<file path="config.mk">
export PLATFORM = sky130hd
export DESIGN_NAME = fan_pwm_gen
export DESIGN_NICKNAME = d
export VERILOG_FILES = /design/src/rtl/fanpwm_pkg.sv /design/src/rtl/fp_regs.sv /design/src/rtl/fp_cfg_latch.sv /design/src/rtl/fp_prescaler.sv /design/src/rtl/fp_period_cnt.sv /design/src/rtl/fp_edge_out.sv /design/src/rtl/fan_pwm_gen.sv
export SDC_FILE = /design/constraint.sdc
export NUM_CORES = 1
export LEC_CHECK = 0
export BUFFER_PORTS_ARGS = -buffer_cell sky130_fd_sc_hd__buf_2
export CORE_ASPECT_RATIO = 0.9
export CORE_MARGIN = 2
export CORE_UTILIZATION = 62
export CTS_BUF_LIST = sky130_fd_sc_hd__clkbuf_16
export DETAILED_ROUTE_END_ITERATION = 12
export PLACE_DENSITY = 0.79
export SLEW_MARGIN = 15
export SYNTH_ARGS = -nofsm -noshare
export SYNTH_HDL_FRONTEND = slang
export SYNTH_SLANG_ARGS = --single-unit
</file>
<file path="constraint.sdc">
create_clock -name clk -period 4 [get_ports clk]
set_input_delay 1 -clock clk [delete_from_list [all_inputs] [get_ports clk]]
set_output_delay 1 -clock clk [all_outputs]
set_load 0.05 [all_outputs]
</file>
<file path="src/rtl/fanpwm_pkg.sv">
package fanpwm_pkg;

  localparam int FP_ADDR_W = 3;

  typedef enum logic [FP_ADDR_W-1:0] {
    FP_A_CTRL   = 3'd0,
    FP_A_HIEXP  = 3'd1,
    FP_A_LODIV  = 3'd2,
    FP_A_PERIOD = 3'd3,
    FP_A_RISE   = 3'd4,
    FP_A_FALL   = 3'd5
  } fp_addr_e;

  localparam int FP_CTRL_CLKEN_BIT  = 0;
  localparam int FP_CTRL_PORTEN_BIT = 1;

endpackage

</file>
<file path="src/rtl/fp_regs.sv">
module fp_regs
  import fanpwm_pkg::*;
#(
  parameter int HI_EXP_W = 4,
  parameter int LO_DIV_W = 4,
  parameter int CNT_W    = 8,
  parameter int DATA_W   = 8
) (
  input  logic                 clk,
  input  logic                 rst,
  input  logic                 wr_en,
  input  logic [FP_ADDR_W-1:0] wr_addr,
  input  logic [DATA_W-1:0]    wr_data,
  output logic                 clk_en,
  output logic                 port_en,
  output logic [HI_EXP_W-1:0]  sh_hi,
  output logic [LO_DIV_W-1:0]  sh_lo,
  output logic [CNT_W-1:0]     sh_per,
  output logic [CNT_W-1:0]     sh_rise,
  output logic [CNT_W-1:0]     sh_fall
);

  // field decode; unknown addresses fall through with no update
  always_ff @(posedge clk) begin
    if (rst) begin
      clk_en  <= 1'b0;
      port_en <= 1'b0;
      sh_hi   <= '0;
      sh_lo   <= '0;
      sh_per  <= '0;
      sh_rise <= '0;
      sh_fall <= '0;
    end else if (wr_en) begin
      case (fp_addr_e'(wr_addr))
        FP_A_CTRL: begin
          clk_en  <= wr_data[FP_CTRL_CLKEN_BIT];
          port_en <= wr_data[FP_CTRL_PORTEN_BIT];
        end
        FP_A_HIEXP:  sh_hi   <= wr_data[HI_EXP_W-1:0];
        FP_A_LODIV:  sh_lo   <= wr_data[LO_DIV_W-1:0];
        FP_A_PERIOD: sh_per  <= wr_data[CNT_W-1:0];
        FP_A_RISE:   sh_rise <= wr_data[CNT_W-1:0];
        FP_A_FALL:   sh_fall <= wr_data[CNT_W-1:0];
        default: ;
      endcase
    end
  end

endmodule

</file>
<file path="src/rtl/fp_cfg_latch.sv">
module fp_cfg_latch #(
  parameter int HI_EXP_W = 4,
  parameter int LO_DIV_W = 4,
  parameter int CNT_W    = 8
) (
  input  logic                clk,
  input  logic                rst,
  input  logic                load,
  input  logic [HI_EXP_W-1:0] sh_hi,
  input  logic [LO_DIV_W-1:0] sh_lo,
  input  logic [CNT_W-1:0]    sh_per,
  input  logic [CNT_W-1:0]    sh_rise,
  input  logic [CNT_W-1:0]    sh_fall,
  output logic [HI_EXP_W-1:0] act_hi,
  output logic [LO_DIV_W-1:0] act_lo,
  output logic [CNT_W-1:0]    act_per,
  output logic [CNT_W-1:0]    act_rise,
  output logic [CNT_W-1:0]    act_fall
);

  localparam int NCMP = 3;

  logic [CNT_W-1:0] sh_cmp  [NCMP];
  logic [CNT_W-1:0] act_cmp [NCMP];

  assign sh_cmp[0] = sh_per;
  assign sh_cmp[1] = sh_rise;
  assign sh_cmp[2] = sh_fall;

  // working copy refreshed only at a wrap or while the port is idle
  for (genvar g = 0; g < NCMP; g++) begin : g_cmp
    always_ff @(posedge clk) begin
      if (rst)       act_cmp[g] <= '0;
      else if (load) act_cmp[g] <= sh_cmp[g];
    end
  end

  always_ff @(posedge clk) begin
    if (rst) begin
      act_hi <= '0;
      act_lo <= '0;
    end else if (load) begin
      act_hi <= sh_hi;
      act_lo <= sh_lo;
    end
  end

  assign act_per  = act_cmp[0];
  assign act_rise = act_cmp[1];
  assign act_fall = act_cmp[2];

endmodule

</file>
<file path="src/rtl/fp_prescaler.sv">
module fp_prescaler #(
  parameter int HI_EXP_W = 4,
  parameter int LO_DIV_W = 4
) (
  input  logic                clk,
  input  logic                rst,
  input  logic                clr,
  input  logic                run,
  input  logic [HI_EXP_W-1:0] hi_exp,
  input  logic [LO_DIV_W-1:0] lo_div,
  output logic                tick
);

  localparam int HI_CNT_W = (1 << HI_EXP_W) - 1;
  localparam int LO_CNT_W = LO_DIV_W + 1;

  logic [HI_CNT_W-1:0] hi_cnt, hi_max;
  logic [LO_CNT_W-1:0] lo_cnt, lo_max;
  logic                hi_last, lo_last;

  // power-of-two stage: terminal count is 2^exp - 1
  assign hi_max  = ~({HI_CNT_W{1'b1}} << hi_exp);
  // second stage: zero divides by one, N divides by 2N
  assign lo_max  = (lo_div == '0) ? '0 : ({lo_div, 1'b0} - 1'b1);
  assign hi_last = (hi_cnt >= hi_max);
  assign lo_last = (lo_cnt >= lo_max);
  assign tick    = run && hi_last && lo_last;

  always_ff @(posedge clk) begin
    if (rst || clr) begin
      hi_cnt <= '0;
    end else if (run) begin
      hi_cnt <= hi_last ? '0 : hi_cnt + 1'b1;
    end
  end

  always_ff @(posedge clk) begin
    if (rst || clr) begin
      lo_cnt <= '0;
    end else if (run && hi_last) begin
      lo_cnt <= lo_last ? '0 : lo_cnt + 1'b1;
    end
  end

endmodule

</file>
<file path="src/rtl/fp_period_cnt.sv">
module fp_period_cnt #(
  parameter int CNT_W = 8
) (
  input  logic             clk,
  input  logic             rst,
  input  logic             clr,
  input  logic             tick,
  input  logic [CNT_W-1:0] period,
  output logic [CNT_W-1:0] cnt,
  output logic             wrap
);

  assign wrap = tick && (cnt >= period);

  always_ff @(posedge clk) begin
    if (rst || clr) begin
      cnt <= '0;
    end else if (wrap) begin
      cnt <= '0;
    end else if (tick) begin
      cnt <= cnt + 1'b1;
    end
  end

endmodule

</file>
<file path="src/rtl/fp_edge_out.sv">
module fp_edge_out #(
  parameter int CNT_W = 8
) (
  input  logic             clk,
  input  logic             rst,
  input  logic             en,
  input  logic [CNT_W-1:0] cnt,
  input  logic [CNT_W-1:0] rise,
  input  logic [CNT_W-1:0] fall,
  output logic             pwm
);

  logic hit_rise, hit_fall;

  assign hit_rise = (cnt == rise);
  assign hit_fall = (fall != '0) && (cnt == fall);

  // fall has priority, so equal nonzero points give a low output
  always_ff @(posedge clk) begin
    if (rst || !en)    pwm <= 1'b0;
    else if (hit_fall) pwm <= 1'b0;
    else if (hit_rise) pwm <= 1'b1;
  end

endmodule

</file>
<file path="src/rtl/fan_pwm_gen.sv">
module fan_pwm_gen
  import fanpwm_pkg::*;
#(
  parameter int HI_EXP_W = 4,
  parameter int LO_DIV_W = 4,
  parameter int CNT_W    = 8,
  parameter int DATA_W   = 8
) (
  input  logic                 clk,
  input  logic                 rst,
  input  logic                 wr_en,
  input  logic [FP_ADDR_W-1:0] wr_addr,
  input  logic [DATA_W-1:0]    wr_data,
  output logic                 pwm_out
);

  logic                clk_en_q, port_en_q;
  logic [HI_EXP_W-1:0] sh_hi, act_hi;
  logic [LO_DIV_W-1:0] sh_lo, act_lo;
  logic [CNT_W-1:0]    sh_per, sh_rise, sh_fall;
  logic [CNT_W-1:0]    act_per, act_rise, act_fall;
  logic [CNT_W-1:0]    cnt;
  logic                tick, wrap, cfg_load;

  assign cfg_load = !port_en_q || wrap;

  fp_regs #(
    .HI_EXP_W(HI_EXP_W), .LO_DIV_W(LO_DIV_W), .CNT_W(CNT_W), .DATA_W(DATA_W)
  ) u_regs (
    .clk(clk), .rst(rst), .wr_en(wr_en), .wr_addr(wr_addr), .wr_data(wr_data),
    .clk_en(clk_en_q), .port_en(port_en_q),
    .sh_hi(sh_hi), .sh_lo(sh_lo), .sh_per(sh_per),
    .sh_rise(sh_rise), .sh_fall(sh_fall)
  );

  fp_cfg_latch #(
    .HI_EXP_W(HI_EXP_W), .LO_DIV_W(LO_DIV_W), .CNT_W(CNT_W)
  ) u_cfg (
    .clk(clk), .rst(rst), .load(cfg_load),
    .sh_hi(sh_hi), .sh_lo(sh_lo), .sh_per(sh_per),
    .sh_rise(sh_rise), .sh_fall(sh_fall),
    .act_hi(act_hi), .act_lo(act_lo), .act_per(act_per),
    .act_rise(act_rise), .act_fall(act_fall)
  );

  fp_prescaler #(
    .HI_EXP_W(HI_EXP_W), .LO_DIV_W(LO_DIV_W)
  ) u_pre (
    .clk(clk), .rst(rst), .clr(!port_en_q), .run(clk_en_q),
    .hi_exp(act_hi), .lo_div(act_lo), .tick(tick)
  );

  fp_period_cnt #(
    .CNT_W(CNT_W)
  ) u_cnt (
    .clk(clk), .rst(rst), .clr(!port_en_q), .tick(tick),
    .period(act_per), .cnt(cnt), .wrap(wrap)
  );

  fp_edge_out #(
    .CNT_W(CNT_W)
  ) u_out (
    .clk(clk), .rst(rst), .en(port_en_q), .cnt(cnt),
    .rise(act_rise), .fall(act_fall), .pwm(pwm_out)
  );

endmodule

</file>
==> out/results.ini <==
[power]
p_clk_frac = 0.436
p_leak_uw = 0.00191
p_int_uw = 1500
switchingPower_uw = 455
power_density_mw_per_mm2 = 369
combPwrFrac = 0.049
vdd_drop_max_v = 0.000304
p_seq_frac = 0.515
p_sw_frac = 0.233

[sta]
fin_crit_sh = 0.833
setup_tns_ns = 0
finalWorstSetupSlack_ns = 0.669
tightest_slew_ns = 0.818
hold_violations = 0
rsz0062_at_grt = no
timing.fmax_mhz = 300
relSlewSlack = 0.450
setup_viol = 0
period_minus_slack_ns = 3.33
fin_worst_skew_ns = 0.00679
maxSlewViolCount = 0

[global_routing]
antenna_found_initial = 0
grt_pass1_wl_um = 17100
grt_overflow = 0
grt_max_degree = 73
grt_pass1_vias = 3390
grt_usage = 0.252

[critical_path]
end_kind = flip-flop
start_kind = flip-flop
cp.required_ns = 4.06
path_class = reg -> reg
critical_path_peak_fanout = 32
arrival_ns = 3.39

[logic_synthesis]
yosysSeqAreaShare = 0.437
netlist_area_mm2 = 0.00490
yosysWarnings = 0
syn_inst = 515
syn_area_per_cell_um2 = 9.52
ys_ff_latch = 95
synth_cell_type_count = 43
synth_nets = 560

[clocking]
cts_setup_buffers = 0
root_buffer = clkbuf_16
cts.repair.resized = 0
worstSkewPairLatency_ns = 0.34
cts_sinks = 95
clk_pin_slew_ns = 0.07
cts_buffers = 9
htree_levels = 3
cts_tree = yes
ctsHoldBuffers = 0
clockBufferDepth = 2

[floorplan]
core_mm2 = 0.00762
dieArea_mm2 = 0.00864
initial_core_util = 0.644
num_rows = 30
io_pins = 15
die_h_um = 88.4
die_x_um = 97.7

[detailed_routing]
drt_iter0_markers = 206
wire_per_inst_um = 16.3
vias = 3675
drc = 0
firstDrtPassIters = 5
final_antenna_net_count = 0
drt-total-wl_um = 10200
avgViaCountPerCell = 5.91

[placement]
numPortBuffers = 14
dp_cells = 606
post_dp_cell_area_mm2 = 0.00500
dp_hpwl_um = 7040
dp_worst_setup_slack_ns = 0.750
gp_congestion = 0.877

[finish]
fin_cells = 622
design_area_mm2 = 0.00530
final_layout_size_suffix_gt1_frac = 0.124
antenna_cells = 0
area_delta_synth_final_pct = 8.04
final_nets = 566
mostFrequentLayoutCell = dfxtp_1
final_cell_mix = 71 x dfxtp_1, 65 x nand2_1, 53 x a21oi_1

[worst_hold_path]
hold_class = reg -> reg

[run]
cap_violations = 0

[outcome]
status = complete, no violations

[worst paths after layout]
kind                            slack (ns)  depth (start not counted)             endpoint              start
worst max-delay path                  0.67                         10  u_cfg.act_cmp[2][5]    u_cfg.act_hi[1]
worst min-delay path                  0.46                          2    u_regs.sh_fall[0]  u_regs.sh_fall[0]
worst max register to register        0.67                         10  u_cfg.act_cmp[2][5]    u_cfg.act_hi[1]
worst min register to register        0.46                          2    u_regs.sh_fall[0]  u_regs.sh_fall[0]
[registers in the layout, summed over array words and instances, names as in the netlist]
| name | count |
|---|---|
| u_pre.lo_cnt | 5 |
| u_regs.sh_hi | 4 |
| u_regs.sh_lo | 4 |
| u_regs.clk_en | 1 |
| u_cfg.act_cmp | 24 |
| u_cfg.act_lo | 4 |
| u_cnt.cnt | 8 |
| u_regs.port_en | 1 |
| u_cfg.act_hi | 4 |
| u_pre.hi_cnt | 15 |
| u_regs.sh_per | 8 |
| u_regs.sh_fall | 8 |
| u_out.pwm | 1 |
| u_regs.sh_rise | 8 |
[cell usage after synthesis, drive strengths merged]
master,count,area share
a22o,1,0.0018
nand3,19,0.019
ha,31,0.079
and2,4,0.0054
o2111ai,1,0.0018
buf,10,0.016
nor3,8,0.0082
a21oi,53,0.054
or4,6,0.0092
nor2b,3,0.0038
dfxtp,71,0.29
a221o,1,0.0020
xnor2,10,0.018
nor3b,26,0.064
xor2,19,0.034
a41o,1,0.0020
and3,4,0.0051
nand4,7,0.0089
a21o,1,0.0015
o31ai,7,0.014
nor4,3,0.0038
a211oi,2,0.0031
inv,15,0.011
clkbuf,14,0.011
a22oi,1,0.0026
o31a,1,0.0018
o21a,2,0.0031
nand2b,22,0.028
edfxtp,24,0.15
mux2i,19,0.039
or3,6,0.0077
or2,2,0.0026
o221ai,1,0.0031
nor2,36,0.028
nand2,65,0.050
o21ai,17,0.017
and4,2,0.0036
[through the flow]
step           power (uW)   util  hold WS, ns
3_3_place_gp         1120  0.656        0.442
5_1_grt              2000  0.695        0.481
4_1_cts              1960  0.695        0.460
2_1_floorplan        1090      -        0.431
6_report             1950  0.695        0.460
3_5_place_dp         1120  0.656        0.445
[worst max-delay path, cell delays in order (launching register included)]
cell and delay, ns:
dfxtp_1 0.36, or2_2 0.33, or3_1 0.33, ha_1 0.27, nand2b_1 0.14, a211oi_1 0.28
o221ai_2 0.17, a22oi_2 0.39, o31a_2 0.22, buf_4 0.43, nor3b_2 0.11
[kinds of logic (layout without fill, tap and decap cells)]
logic type,after synthesis,in the layout,synth area share
mux,19,19,0.0388
buf+inv,39,50,0.0385
fa+ha+maj,31,31,0.0791
simple gates,213,213,0.247
xor+xnor,29,29,0.0518
flops,95,95,0.437
compound gates,89,89,0.108
[routing by layer]
metal  share of wire  GRT usage
met5               0          0
met1            0.49      0.368
met4           0.016     0.0896
met2            0.45      0.374
met3           0.051     0.0513
[power groups by stage]
| stage | registers (uW) | logic, uW | clock network [uW] |
|---|---|---|---|
| floorplan | 1020 | 71.2 | 0 |
| global placement | 1030 | 91.4 | 0 |
| detailed placement | 1030 | 94.8 | 0 |
| CTS | 1010 | 95.8 | 859 |
| global route | 1010 | 107 | 887 |
| finish | 1010 | 96.2 | 852 |
[final cells by class]
class	instances	area, um^2
clock inverters	6	47.5
clock buffers	10	250
repair buffers	19	108
multi-input cells	381	2570
flip-flops and latches	95	2140
inverters	15	56.3
fillers	581	2320
well taps	96	120
No activity file was read; power rests on OpenSTA's default activity.
